File: src/rtl/i2c_eeprom_master.sv
module i2c_eeprom_master #(
  parameter int QDIV = 63,
  parameter int MS_TICKS = 100000,
  parameter int TIMEOUT_MS = 30,
  parameter logic [2:0] DEV_SEL = 3'b000,
  parameter int LENW = 8
) (
  input  logic            clk,
  input  logic            rst_n,
  input  logic            start,
  input  logic            cmd_write,
  input  logic            addr2,
  input  logic [15:0]     addr,
  input  logic [7:0]      wdata,
  input  logic [LENW-1:0] rlen,
  input  logic            sda_in,
  output logic            busy,
  output logic [7:0]      rdata,
  output logic            rvalid,
  output logic            done,
  output logic            err_nack,
  output logic            err_timeout,
  output logic            scl_oe,
  output logic            sda_oe
);

  localparam int DW = $clog2(QDIV + 1);
  localparam int MW = $clog2(MS_TICKS + 1);
  localparam int TW = $clog2(TIMEOUT_MS + 1);

  typedef enum logic [3:0] {
    P_IDLE, P_START, P_CTRL, P_AH, P_AL, P_WD, P_RSTART, P_CTRLR,
    P_RD, P_STOP, P_FREE, P_PSTART, P_POLL, P_FSTART, P_DONE
  } phase_t;

  phase_t          ph;
  logic [DW-1:0]   div;
  logic [1:0]      q;
  logic [3:0]      bitn;
  logic [7:0]      sh;
  logic            samp, sda_s1, sda_s2;
  logic [LENW-1:0] len_q;
  logic [15:0]     addr_q;
  logic            a2_q, wr_q;
  logic [7:0]      wd_q;
  logic            polling, fin;
  logic [MW-1:0]   msdiv;
  logic [TW-1:0]   msel;

  wire tick     = (div == DW'(QDIV - 1));
  wire sym_end  = tick && (q == 2'd3);
  wire is_start = (ph == P_START) || (ph == P_RSTART) || (ph == P_PSTART) || (ph == P_FSTART);
  wire is_stop  = (ph == P_STOP);
  wire is_rx    = (ph == P_RD);
  wire is_bit   = (ph == P_CTRL) || (ph == P_AH) || (ph == P_AL) || (ph == P_WD) ||
                  (ph == P_CTRLR) || is_rx || (ph == P_POLL);
  wire last_rx  = (len_q == LENW'(1));
  wire txv      = is_rx ? ((bitn == 4'd8) ? last_rx : 1'b1)
                        : ((bitn == 4'd8) ? 1'b1 : sh[7]);
  wire q_edge   = (q == 2'd0) || (q == 2'd3);

  assign busy   = (ph != P_IDLE);
  assign scl_oe = (is_bit || is_start) ? q_edge : (is_stop ? (q == 2'd0) : 1'b0);
  assign sda_oe = is_bit ? ~txv : is_start ? q[1] : is_stop ? ~q[1] : 1'b0;

  always_ff @(posedge clk or negedge rst_n) begin
    if (!rst_n) begin
      ph <= P_IDLE;
      div <= '0;
      q <= '0;
      bitn <= '0;
      sh <= '0;
      samp <= 1'b1;
      sda_s1 <= 1'b1;
      sda_s2 <= 1'b1;
      len_q <= '0;
      addr_q <= '0;
      a2_q <= 1'b0;
      wr_q <= 1'b0;
      wd_q <= '0;
      polling <= 1'b0;
      fin <= 1'b0;
      msdiv <= '0;
      msel <= '0;
      rdata <= '0;
      rvalid <= 1'b0;
      done <= 1'b0;
      err_nack <= 1'b0;
      err_timeout <= 1'b0;
    end else begin
      rvalid <= 1'b0;
      done <= 1'b0;
      sda_s1 <= sda_in;
      sda_s2 <= sda_s1;

      if (!polling) begin
        msdiv <= '0;
        msel <= '0;
      end else if (msdiv == MW'(MS_TICKS - 1)) begin
        msdiv <= '0;
        if (msel != TW'(TIMEOUT_MS)) msel <= msel + 1'b1;
      end else begin
        msdiv <= msdiv + 1'b1;
      end

      if (ph == P_IDLE) begin
        div <= '0;
        q <= '0;
        bitn <= '0;
        if (start) begin
          ph <= P_START;
          addr_q <= addr;
          a2_q <= addr2;
          wr_q <= cmd_write;
          wd_q <= wdata;
          len_q <= (rlen == '0) ? LENW'(1) : rlen;
          err_nack <= 1'b0;
          err_timeout <= 1'b0;
          polling <= 1'b0;
          fin <= 1'b0;
        end
      end else if (ph == P_DONE) begin
        done <= 1'b1;
        ph <= P_IDLE;
      end else begin
        if (tick) begin
          div <= '0;
          q <= q + 1'b1;
        end else begin
          div <= div + 1'b1;
        end

        if (tick && q == 2'd2 && is_bit) begin
          samp <= sda_s2;
          if (is_rx && bitn != 4'd8) sh <= {sh[6:0], sda_s2};
        end

        if (sym_end) begin
          if (is_bit && bitn != 4'd8) begin
            bitn <= bitn + 1'b1;
            if (!is_rx) sh <= {sh[6:0], 1'b0};
          end else begin
            bitn <= '0;
            case (ph)
              P_START: begin
                ph <= P_CTRL;
                sh <= {4'b1010, DEV_SEL, 1'b0};
              end
              P_CTRL, P_AH, P_AL, P_WD, P_CTRLR: begin
                if (samp) begin
                  err_nack <= 1'b1;
                  fin <= 1'b1;
                  ph <= P_STOP;
                end else begin
                  case (ph)
                    P_CTRL: begin
                      ph <= a2_q ? P_AH : P_AL;
                      sh <= a2_q ? addr_q[15:8] : addr_q[7:0];
                    end
                    P_AH: begin
                      ph <= P_AL;
                      sh <= addr_q[7:0];
                    end
                    P_AL: begin
                      ph <= wr_q ? P_WD : P_RSTART;
                      sh <= wd_q;
                    end
                    P_WD: begin
                      polling <= 1'b1;
                      ph <= P_STOP;
                    end
                    default: ph <= P_RD;
                  endcase
                end
              end
              P_RSTART: begin
                ph <= P_CTRLR;
                sh <= {4'b1010, DEV_SEL, 1'b1};
              end
              P_RD: begin
                rvalid <= 1'b1;
                rdata <= sh;
                if (last_rx) begin
                  fin <= 1'b1;
                  ph <= P_STOP;
                end else begin
                  len_q <= len_q - 1'b1;
                end
              end
              P_POLL: begin
                if (!samp) begin
                  ph <= P_FSTART;
                end else if (msel >= TW'(TIMEOUT_MS)) begin
                  err_timeout <= 1'b1;
                  fin <= 1'b1;
                  polling <= 1'b0;
                  ph <= P_STOP;
                end else begin
                  ph <= P_STOP;
                end
              end
              P_FSTART: begin
                fin <= 1'b1;
                polling <= 1'b0;
                ph <= P_STOP;
              end
              P_STOP: ph <= P_FREE;
              P_FREE: begin
                if (fin) begin
                  ph <= P_DONE;
                end else begin
                  ph <= P_PSTART;
                end
              end
              P_PSTART: begin
                ph <= P_POLL;
                sh <= 8'b1010_0000;
              end
              default: ph <= P_IDLE;
            endcase
          end
        end
      end
    end
  end

  a_r9_idle_released: assert property (@(posedge clk) disable iff (!rst_n)
    !busy |-> (!scl_oe && !sda_oe));

  a_r10_sda_steady_scl_high: assert property (@(posedge clk) disable iff (!rst_n)
    (is_bit && !scl_oe && $past(!scl_oe)) |-> $stable(sda_oe));

  a_r3_rvalid_in_cmd: assert property (@(posedge clk) disable iff (!rst_n)
    rvalid |-> busy);

  a_r8_done_single: assert property (@(posedge clk) disable iff (!rst_n)
    done |=> !done);

  a_r8_cmd_held: assert property (@(posedge clk) disable iff (!rst_n)
    (busy && $past(busy)) |-> ($stable(addr_q) && $stable(wr_q) && $stable(wd_q)));

  a_r5_one_error: assert property (@(posedge clk) disable iff (!rst_n)
    done |-> !(err_nack && err_timeout));

endmodule

File: config.mk
export PLATFORM = sky130hd
export DESIGN_NAME = i2c_eeprom_master
export DESIGN_NICKNAME = d
export VERILOG_FILES = /design/src/rtl/i2c_eeprom_master.sv
export SDC_FILE = /design/constraint.sdc
export NUM_CORES = 1
export LEC_CHECK = 0
export CAP_MARGIN = 25
export CORE_MARGIN = 8
export CORE_UTILIZATION = 65
export CTS_BUF_LIST = sky130_fd_sc_hd__clkbuf_8
export DETAILED_ROUTE_END_ITERATION = 8
export DONT_BUFFER_PORTS = 1
export PLACE_DENSITY = 0.81
export SYNTH_ARGS = -nofsm -noshare
export SYNTH_HDL_FRONTEND = slang
export SYNTH_SLANG_ARGS = --single-unit
File: constraint.sdc
create_clock -name clk -period 6.7 [get_ports clk]
set_input_delay 0.67 -clock clk [delete_from_list [all_inputs] [get_ports clk]]
set_output_delay 0.67 -clock clk [all_outputs]
set_load 0.03 [all_outputs]
Yosys cells after proc, flatten, opt, wreduce, memory -nomap -nowiden
Cells that the tools add are included.

storage, ports and cells
  memory bits (writable) = 0
  bits in latches = 0
  register bits = 97
  word-level logic and storage cells = 204
  output and inout bits = 15
  ROM bits = 0
  memories kept = 0
  input port bits = 38

cells by class
  bitwise gates (word level) = 5
  $mul = 0
  $lt $le $gt $ge = 1
  reductions and logical operators = 45
  muxes and demuxes = 89
  divide/modulo/power cells = 0
  shift-type cells = 0
  equal/unequal tests = 36
  add/subtract/negate cells = 6

operator list
  operator                 number
  $mux W8                  15
  $pmux W8 S3              2
  $mux W4                  11
  $mux W1                  42
  $pmux W4 S9              1
  $mux W17                 2
  $eq A4 B4 Y1 const B     8
  $mux W6                  3
  $reduce_and A9 Y1        2
  $add A17 B1 Y17 const B  1
  $eq A17 B17 Y1 const B   1
  $eq A4 B3 Y1 const B     4
  $pmux W4 S4              1
  $mux W5                  3
  $reduce_bool A2 Y1       7
  $ne A3 B3 Y1 const B     4
  $reduce_and A6 Y1        2
  $logic_or A1 B1 Y1       11
  $reduce_and A2 Y1        5
  $mux W3                  3
  $eq A4 B2 Y1 const B     2
  $eq A8 B1 Y1 const B     1
  $logic_not A8 Y1         1
  $mux W2                  4
  other kinds (31)         46

Logic depth before layout (Yosys ltp)
Gate-level depths: netlist of the first run.

  word-level depth = 14
  gate-level depth with buffers = 9
  depth with buffers taken out = 7

Worst setup path before layout of the first run
No wires, ideal clock.

  kind = flip-flop to output port
  start point = register ph[2]
  end point = output scl_oe
  arrival = 2.023 ns
  path slack = 4.007 ns
  stages on the path, launching flop included = 9
  cell sequence = dfrtp_1 > buf_2 > buf_2 > buf_2 > buf_2 > nor3_1 > a31oi_1 > nor2_1 > o21ai_0

between the ends
  longest elaborated chain between the ends = 9
  elaborated cells between the ends (all ways) = 24

ends and longest elaborated chain
  what                             line  RTL
  from (decl)                      36    phase_t ph;
  from (signal assigned)           157   ph <= a2_q ? P_AH : P_AL;
  from (signal assigned)           165   ph <= wr_q ? P_WD : P_RSTART;
  $eq A4 B2 Y1                     55    wire is_bit = (ph == P_CTRL) || (ph == P_AH) || (ph == P_AL) || (ph == P_WD) ||
  $logic_or A1 B1 Y1 (4 in a row)  55
  $logic_or A1 B1 Y1 (2 in a row)  56    (ph == P_CTRLR) || is_rx || (ph == P_POLL);
  $logic_or A1 B1 Y1               63    assign scl_oe = (is_bit || is_start) ? q_edge : (is_stop ? (q == 2'd0) : 1'b0);
  $mux W1 *                        63
  to (decl)                        23    output logic scl_oe,

Mark *: on every way between the ends. The rest lies on a longest branch, timed or not.

Final worst setup path of the first run
  start point = register ph[1]
  end point = output sda_oe

between the ends
  longest elaborated chain between the ends = 8
  elaborated cells between the ends (all ways) = 26

ends and longest elaborated chain
  what                             line  RTL
  $eq A4 B2 Y1                     55
  $logic_or A1 B1 Y1 (4 in a row)  55
  $logic_or A1 B1 Y1 (2 in a row)  56
  $mux W1 *                        64    assign sda_oe = is_bit ? ~txv : is_start ? q[1] : is_stop ? ~q[1] : 1'b0;
  to (decl)                        24    output logic sda_oe

Marked as above.

==> qor.yml, run 1 <==
setup_path:
  worstSetupPathType: "flip-flop to output port"
  crit_chain: "buf_4 > nor4b_2 > o21a_1 > a21oi_1 > o21ai_0"
  crit_path_start: "ph[1]$_DFFE_PN0P_"
  slowest_stage: "o21ai_0"
  cp.required_ps: 6030
  cp.arrival_ps: 2640
  r2r_start: "ph[1]$_DFFE_PN0P_"
  path_max_fanout: 37
  cpPeakStageDelay_ps: 800
  end_kind: "output port"
  critPathLaunchType: "flip-flop"
pwr:
  total_power_uw: 948
  switchingPower_uw: 215
  combPwrFrac_pct: 1.3
  switching_share_pct: 22.7
  leakagePower_uw: 0.00251
  p_int_uw: 733
  peakVddDrop_uv: 120
  pwr-share-seq_pct: 61.8
  powerDensity_mw_per_mm2: 163
  clkPwrFrac_pct: 36.8
timing:
  relSlewSlack_pct: 28.2
  final-hold-violation-count: 0
  period_share_pct: 49.5
  finClkSkew_ps: 14.7
  timing.setup.tns_ps: 0
  grt_setup_unrepaired: "false"
  slew_viol_final: 0
  tightestPinTransition_ps: 1070
  final-setup-viol-count: 0
  fmax_mhz: 302
  finalCriticalPeriod_ps: 3310
layout:
  area_growth_pct: 3.88
  finalNetCount: 605
  antennaDiodeCount: 0
  drive_above_1_share_pct: 13.9
  nFillCells: 665
  fin_util_pct: 68.2
drt:
  drt_iter0_markers: 270
  viasPerCell: 6.53
  dr.pass1.iters: 5
  vias: 4359
  ant_nets: 0
  drc_errors: 0
  drt-total-wl_um: 12100
  wl_per_cell_um: 18.1
clock_tree:
  cts_hold_buffers: 1
  numCtsBuffers: 9
  clkLatencyLatePin_ps: 370
  clockBufferDepth: 2
  clockRootBuffer: "clkbuf_8"
  htreeDepth: 3
  postCtsSetupRepairBufs: 0
  cts_tree: "built"
  clk_pin_slew_worst_paths_ps: 90
  cts.sinks: 97
  ctsResizeCount: 0
global_route:
  grtUsageTotal_pct: 21.3
  grt_overflow: 0
  grt_pass1_vias: 4279
  grt_pass1_wl_um: 20300
  antenna_found_initial: 0
  grt_max_degree: 95
logic_synthesis:
  syn_inst: 569
  ys.flop_type: "dfrtp_1"
  yosysWarnings: 0
  synth_area_leaders: "dfrtp_1, mux2_2, o21ai_0"
  yosysTopAreaCell: "dfrtp_1"
  synth_edf_count: 0
  synthArstFlopShare_pct: 100
  synth_top_area_share_pct: 41.9
  syn_avg_cell_area_um2: 9.86
  ys_types: 81
  syn_nets: 619
  seq_area_frac_synth_pct: 43.3
  synth_seq_cells: 97
  yosys-top-cells-count: "dfrtp_1, nor2_1, o21ai_0"
  synth_area_mm2: 0.00561
  synthMostInstantiatedCell: "dfrtp_1"
placement:
  dp_hpwl_um: 8710
  io_buffers: 0
  place.gp.congestion: 0.856
floorplanning:
  die_y_um: 109
  pin_count: 53
  start_util_pct: 65.6
  core_mm2: 0.00855
  die-area_mm2: 0.0119
  fp.dieW_um: 109
  rows: 34
flow_run:
  timing.max_cap.violations: 0
run_status:
  status: "finished clean"
min_path:
  hp-class: "input pin to asynchronous set/reset pin"
cell families after synthesis:
kind of cell,after synthesis,synth area share (%)
multiplexers,42,8.31
AND/OR/NAND/NOR,191,19.5
flip-flops,97,43.3
AO/OA/AOI/OAI,160,19.8
XOR/XNOR,11,1.72
adder cells (fa/ha/maj),12,2.67
buffers and inverters,56,4.64
cell type report:
type                    count  area (um2)  share of cell area [%]
multi-input cells         416        2920                    50.1
repair buffers              7        72.6                    1.24
clock inverters             6        42.5                   0.730
clock buffers              10         138                    2.36
well taps                 108         135                    2.32
flip-flops and latches     97        2430                    41.7
inverters                  24        90.1                    1.55
worst max-delay path: cells and delay by family (launching register included):
family | cells | cell delay [ps]
flip-flops | 1 | 410
AND/OR/NAND/NOR | 1 | 500
buffers and inverters | 1 | 260
AO/OA/AOI/OAI | 3 | 1130
power groups by stage:
stage                     sequential (uW)  combinational [uW]  clock [uW]
after floorplan                       598               0.656           0
final                                 586                12.5         349
after global routing                  587                15.3         380
after global placement                598               0.729           0
after detailed placement              598               0.729           0
after CTS                             586                13.5         361
final timing paths:
kind / end / slack (ps) / depth (start not counted)
worst max-delay path: sda_oe / 3390 / 5
worst min-delay path: sda_s1$_DFF_PN1_ / 140 / 0
worst min register to register: sda_s2$_DFF_PN1_ / 360 / 0
max in group asynchronous: len_q[7]$_DFFE_PN0P_ / 6120 / 1
min in group clk: sda_s1$_DFF_PN1_ / 290 / 0
worst max register to register: len_q[1]$_DFFE_PN0P_ / 3920 / 7
state kept, by name, summed over array words and instances (netlist names), 5 cells and up:
name    flops
wd_q        8
sh          8
rdata       8
len_q       8
addr_q     16
msel        5
msdiv      17
div         6
metrics by stage:
step	hold WS, ps	instances	worst slack [ps]	cell area [um2]
3_5_place_dp	350	651	3760	5620
2_1_floorplan	345	569	4010	5610
5_1_grt	114	668	3230	5830
4_1_cts	124	668	3350	5830
3_3_place_gp	346	651	3810	5620
6_report	138	668	3390	5830
routing by layer:
layer	vias to the layer above	part of all wire, %	global-route usage [%]
li1	2096	-	-
met1	2117	43	26.8
met2	115	49	34.5
met3	31	5.1	4.20
met4	0	3.2	10.7
met5	-	0	0
cells in the final DEF, fill, tap and decap left out, drive strengths merged, types with 9 or more instances in the layout:
cell / n
dfrtp: 94
o21ai: 41
nor2: 38
mux2: 37
a21oi: 31
nand3: 31
nand2: 30
inv: 26
o22ai: 14
nand2b: 13
ha: 12
nor3: 11
nand4: 10
clkbuf: 10
or3: 9
No activity file was read; power rests on OpenSTA's default activity.
==> run 2: changes to the inputs <==
--- a/config.mk
+++ b/config.mk
@@ -5,13 +5,14 @@
 export SDC_FILE = /design/constraint.sdc
 export NUM_CORES = 1
 export LEC_CHECK = 0
+export ABC_AREA = 1
 export CAP_MARGIN = 25
 export CORE_MARGIN = 8
-export CORE_UTILIZATION = 65
+export CORE_UTILIZATION = 60
 export CTS_BUF_LIST = sky130_fd_sc_hd__clkbuf_8
 export DETAILED_ROUTE_END_ITERATION = 8
 export DONT_BUFFER_PORTS = 1
-export PLACE_DENSITY = 0.81
+export PLACE_DENSITY = 0.79
 export SYNTH_ARGS = -nofsm -noshare
 export SYNTH_HDL_FRONTEND = slang
 export SYNTH_SLANG_ARGS = --single-unit
==> constraint.sdc (replaced) <==
create_clock -name clk -period 2.85 [get_ports clk]
set_input_delay 0.285 -clock clk [delete_from_list [all_inputs] [get_ports clk]]
set_output_delay 0.285 -clock clk [all_outputs]
set_load 0.03 [all_outputs]
==> run 2 against run 1 <==
  * Wire length is 9.8% higher
  * Flip-flop and latch count stayed put
  * Register-to-register slack worse by 3400 ps
  * Via count is 15% higher
  * Final cell count is 33% higher
  * Hold slack worse by 120 ps
  * Sequential share of layout area is 0.83 points lower
  * Non-clock buffer count is 1 lower
  * Combinational power grew to 2.7 times the previous value
  * First-iteration DRC count is 69% higher
  * Highest routed layer unchanged
==> qor.yml, run 2 <==
run_status:
  status: "finished clean"
floorplanning:
  rows: 35  # +2.9%
  start_util_pct: 61.4  # -4.2 points
  pin_count: 53  # unchanged
  die-area_mm2: 0.0127  # +7.2%
  core_mm2: 0.00915  # +7.0%
  fp.dieW_um: 113  # +3.6%
  die_y_um: 113  # +3.6%
layout:
  top_register: "msdiv"
  stdcell_count: 886  # +33%
  final_cell_mix: "nand2_1, dfrtp_1, inv_1, nand3_1, nor2_1"
  area_growth_pct: 5.83
  drive_above_1_share_pct: 7.48  # -6.4 points
  largest_reg_flops: 17  # unchanged
  postLayoutCellArea_mm2: 0.00595  # +2.0%
  multi_input_area_mm2: 0.00278  # -5.0%
  nFillCells: 811  # +22%
  top_regs: "msdiv x17, addr_q x16"
  antennaDiodeCount: 0  # unchanged
  finalNetCount: 820  # +36%
  seqCellArea_mm2: 0.00243  # unchanged
  mostFrequentLayoutCell: "nand2_1"
logic_synthesis:
  synthArstFlopShare_pct: 100  # unchanged
  syn_nets: 816  # +32%
  synth_seq_cells: 97  # unchanged
  yosysWarnings: 0  # unchanged
  synthMostInstantiatedCell: "nand2_1"
  synth_area_leaders: "dfrtp_1, nand2_1, nand3_1"
  ys.flop_type: "dfrtp_1"
  synth_area_mm2: 0.00562  # +0.16%
  synth_edf_count: 0  # unchanged
  syn_inst: 766  # +35%
  yosysTopAreaCell: "dfrtp_1"
  seq_area_frac_synth_pct: 43.2  # -0.067 points
  ys_types: 40  # -51%
  synth_top_area_share_pct: 41.8  # -0.065 points
  yosys-top-cells-count: "nand2_1, dfrtp_1, inv_1"
  syn_avg_cell_area_um2: 7.34  # -26%
timing:
  relSlewSlack_pct: 44.2  # +16 points
  final-hold-violation-count: 0  # unchanged
  grt_setup_unrepaired: "false"
  final-setup-viol-count: 0  # unchanged
  tightestPinTransition_ps: 836  # -229 ps
  slew_viol_final: 0  # unchanged
  finClkSkew_ps: 15.9  # +1.23 ps
  timing.setup.tns_ps: 0  # unchanged
  fmax_mhz: 412
  period_share_pct: 85.2
  finalCriticalPeriod_ps: 2430
clock_tree:
  cts.sinks: 97  # unchanged
  htreeDepth: 3  # unchanged
  clkLatencyLatePin_ps: 370  # about the same
  ctsResizeCount: 0  # unchanged
  cts_tree: "built"
  clockBufferDepth: 2  # unchanged
  numCtsBuffers: 9  # unchanged
  clk_pin_slew_worst_paths_ps: 100  # about the same
  clockRootBuffer: "clkbuf_8"
drt:
  drc_errors: 0  # unchanged
  vias: 5022  # +15%
  drt-total-wl_um: 13300  # +9.8%
  dr.pass1.iters: 6  # +1
  viasPerCell: 5.67  # -13%
  ant_nets: 0  # unchanged
  drt_iter0_markers: 457  # +69%
  wl_per_cell_um: 15.0  # -17%
setup_path:
  crit_buf_inv: 2  # +1
  end_kind: "output port"
  crit_family: "simple AND/OR/NAND/NOR gates"
  worstSetupPathType: "flip-flop to output port"
  crit_top_cell: "nand2_1"
  path_max_fanout: 4  # -89%
  crit_chain: "inv_2 > nand2_2 > inv_2 > nand2_1 > o21ai_1 > nor2_2 > nand2_1 > o21ai_0 > nand2_1"
  slowest_stage: "dfrtp_1"
  cp.required_ps: 2570  # -3460 ps
  rr_worst_depth: 7  # unchanged
  cp.arrival_ps: 2140  # -500 ps
  cp_num_cells: 9  # +4
  critPathLaunchType: "flip-flop"
  cpPeakStageDelay_ps: 490  # -310 ps
placement:
  place.gp.congestion: 0.901  # +5.3%
  dp_hpwl_um: 9700  # +11%
  io_buffers: 0  # unchanged
  place_area_mm2: 0.00569  # +1.3%
  placed_cells: 867  # +33%
pwr:
  powerDensity_mw_per_mm2: 394  # +140%
  leakagePower_uw: 0.00307  # +22%
  peakVddDrop_uv: 236  # +97%
  total_power_uw: 2350  # +150%
global_route:
  grt_overflow: 0  # unchanged
  grt_pass1_wl_um: 22300  # +9.9%
  grt_max_degree: 98  # +3.2%
  antenna_found_initial: 0  # unchanged
  grtUsageTotal_pct: 21.3  # about the same
  grt_pass1_vias: 4657  # +8.8%
min_path:
  hp-class: "input pin to flip-flop"
  hold_depth: 2
flow_run:
  timing.max_cap.violations: 0  # unchanged
run 2: cell families (layout without fill, tap and decap cells):
group | Yosys count | count (layout) | share of synthesized area (%)
compound gates | 101 | 101 | 10.1
xor+xnor | 7 | 7 | 1.09
fa+ha+maj | 12 | 12 | 2.67
buf+inv | 100 | 109 | 7.39
flops | 97 | 97 | 43.2
simple gates | 449 | 449 | 35.5
run 2: worst paths after layout:
path                                   startpoint                     to  slack [ps]
worst min-delay path                      addr[5]  addr_q[5]$_DFFE_PN0P_          20
worst max register to register  ph[3]$_DFFE_PN0P_       a2_q$_DFFE_PN0P_         550
worst min register to register   sda_s1$_DFF_PN1_       sda_s2$_DFF_PN1_         360
max in group asynchronous                   rst_n       samp$_DFFE_PN1P_        1960
worst max-delay path            ph[0]$_DFFE_PN0P_                 scl_oe         420
min in group asynchronous                   rst_n     msdiv[3]$_DFF_PN0_         470
run 2: what timing repair did:
item,CTS,global route
buffers inserted,0,0
hold endpoints to repair,98,0
hold buffers,3,0
run 2: layout make-up:
class                           instances  area share [%]
Clock buffer                           11            2.54
Clock inverter                          5           0.946
Inverter                               87            5.49
Multi-Input combinational cell        569            46.6
Sequential cell                        97            40.9
Tap cell                              111            2.33
Timing Repair Buffer                    6            1.18
run 2: through the flow:
step	worst slack (ps)	hold slack (ps)	util, %
after global placement	631	-6.58	62.2
final	420	16.9	65.0
after global routing	259	12.8	65.0
after CTS	421	7.68	65.0
after detailed placement	551	-6.74	62.2
after floorplan	1120	-10.6	-
run 2: metal layers:
| metal | global-route usage (%) | up-vias | wire, um |
|---|---|---|---|
| li1 | - | 2483 | - |
| met1 | 29.6 | 2336 | 6180 |
| met2 | 32.3 | 187 | 6020 |
| met3 | 4.90 | 16 | 954 |
| met4 | 6.47 | 0 | 144 |
| met5 | 0 | - | 0 |
run 2: report_power, final:
| part | internal [uW] | switching, uW | total [uW] |
|---|---|---|---|
| Sequential | 1380 | 0.841 | 1380 |
| Clock | 451 | 483 | 934 |
| Combinational | 6.38 | 26.9 | 33.2 |
| Total | 1830 | 511 | 2350 |
run 2: worst reg2reg max path, cell delays in order, from the launching register on:
cell and delay, ps:
dfrtp_1 540, nor2_4 270, nand2_2 90, inv_2 160
nand2_1 70, buf_4 230, inv_1 650, o21ai_0 160
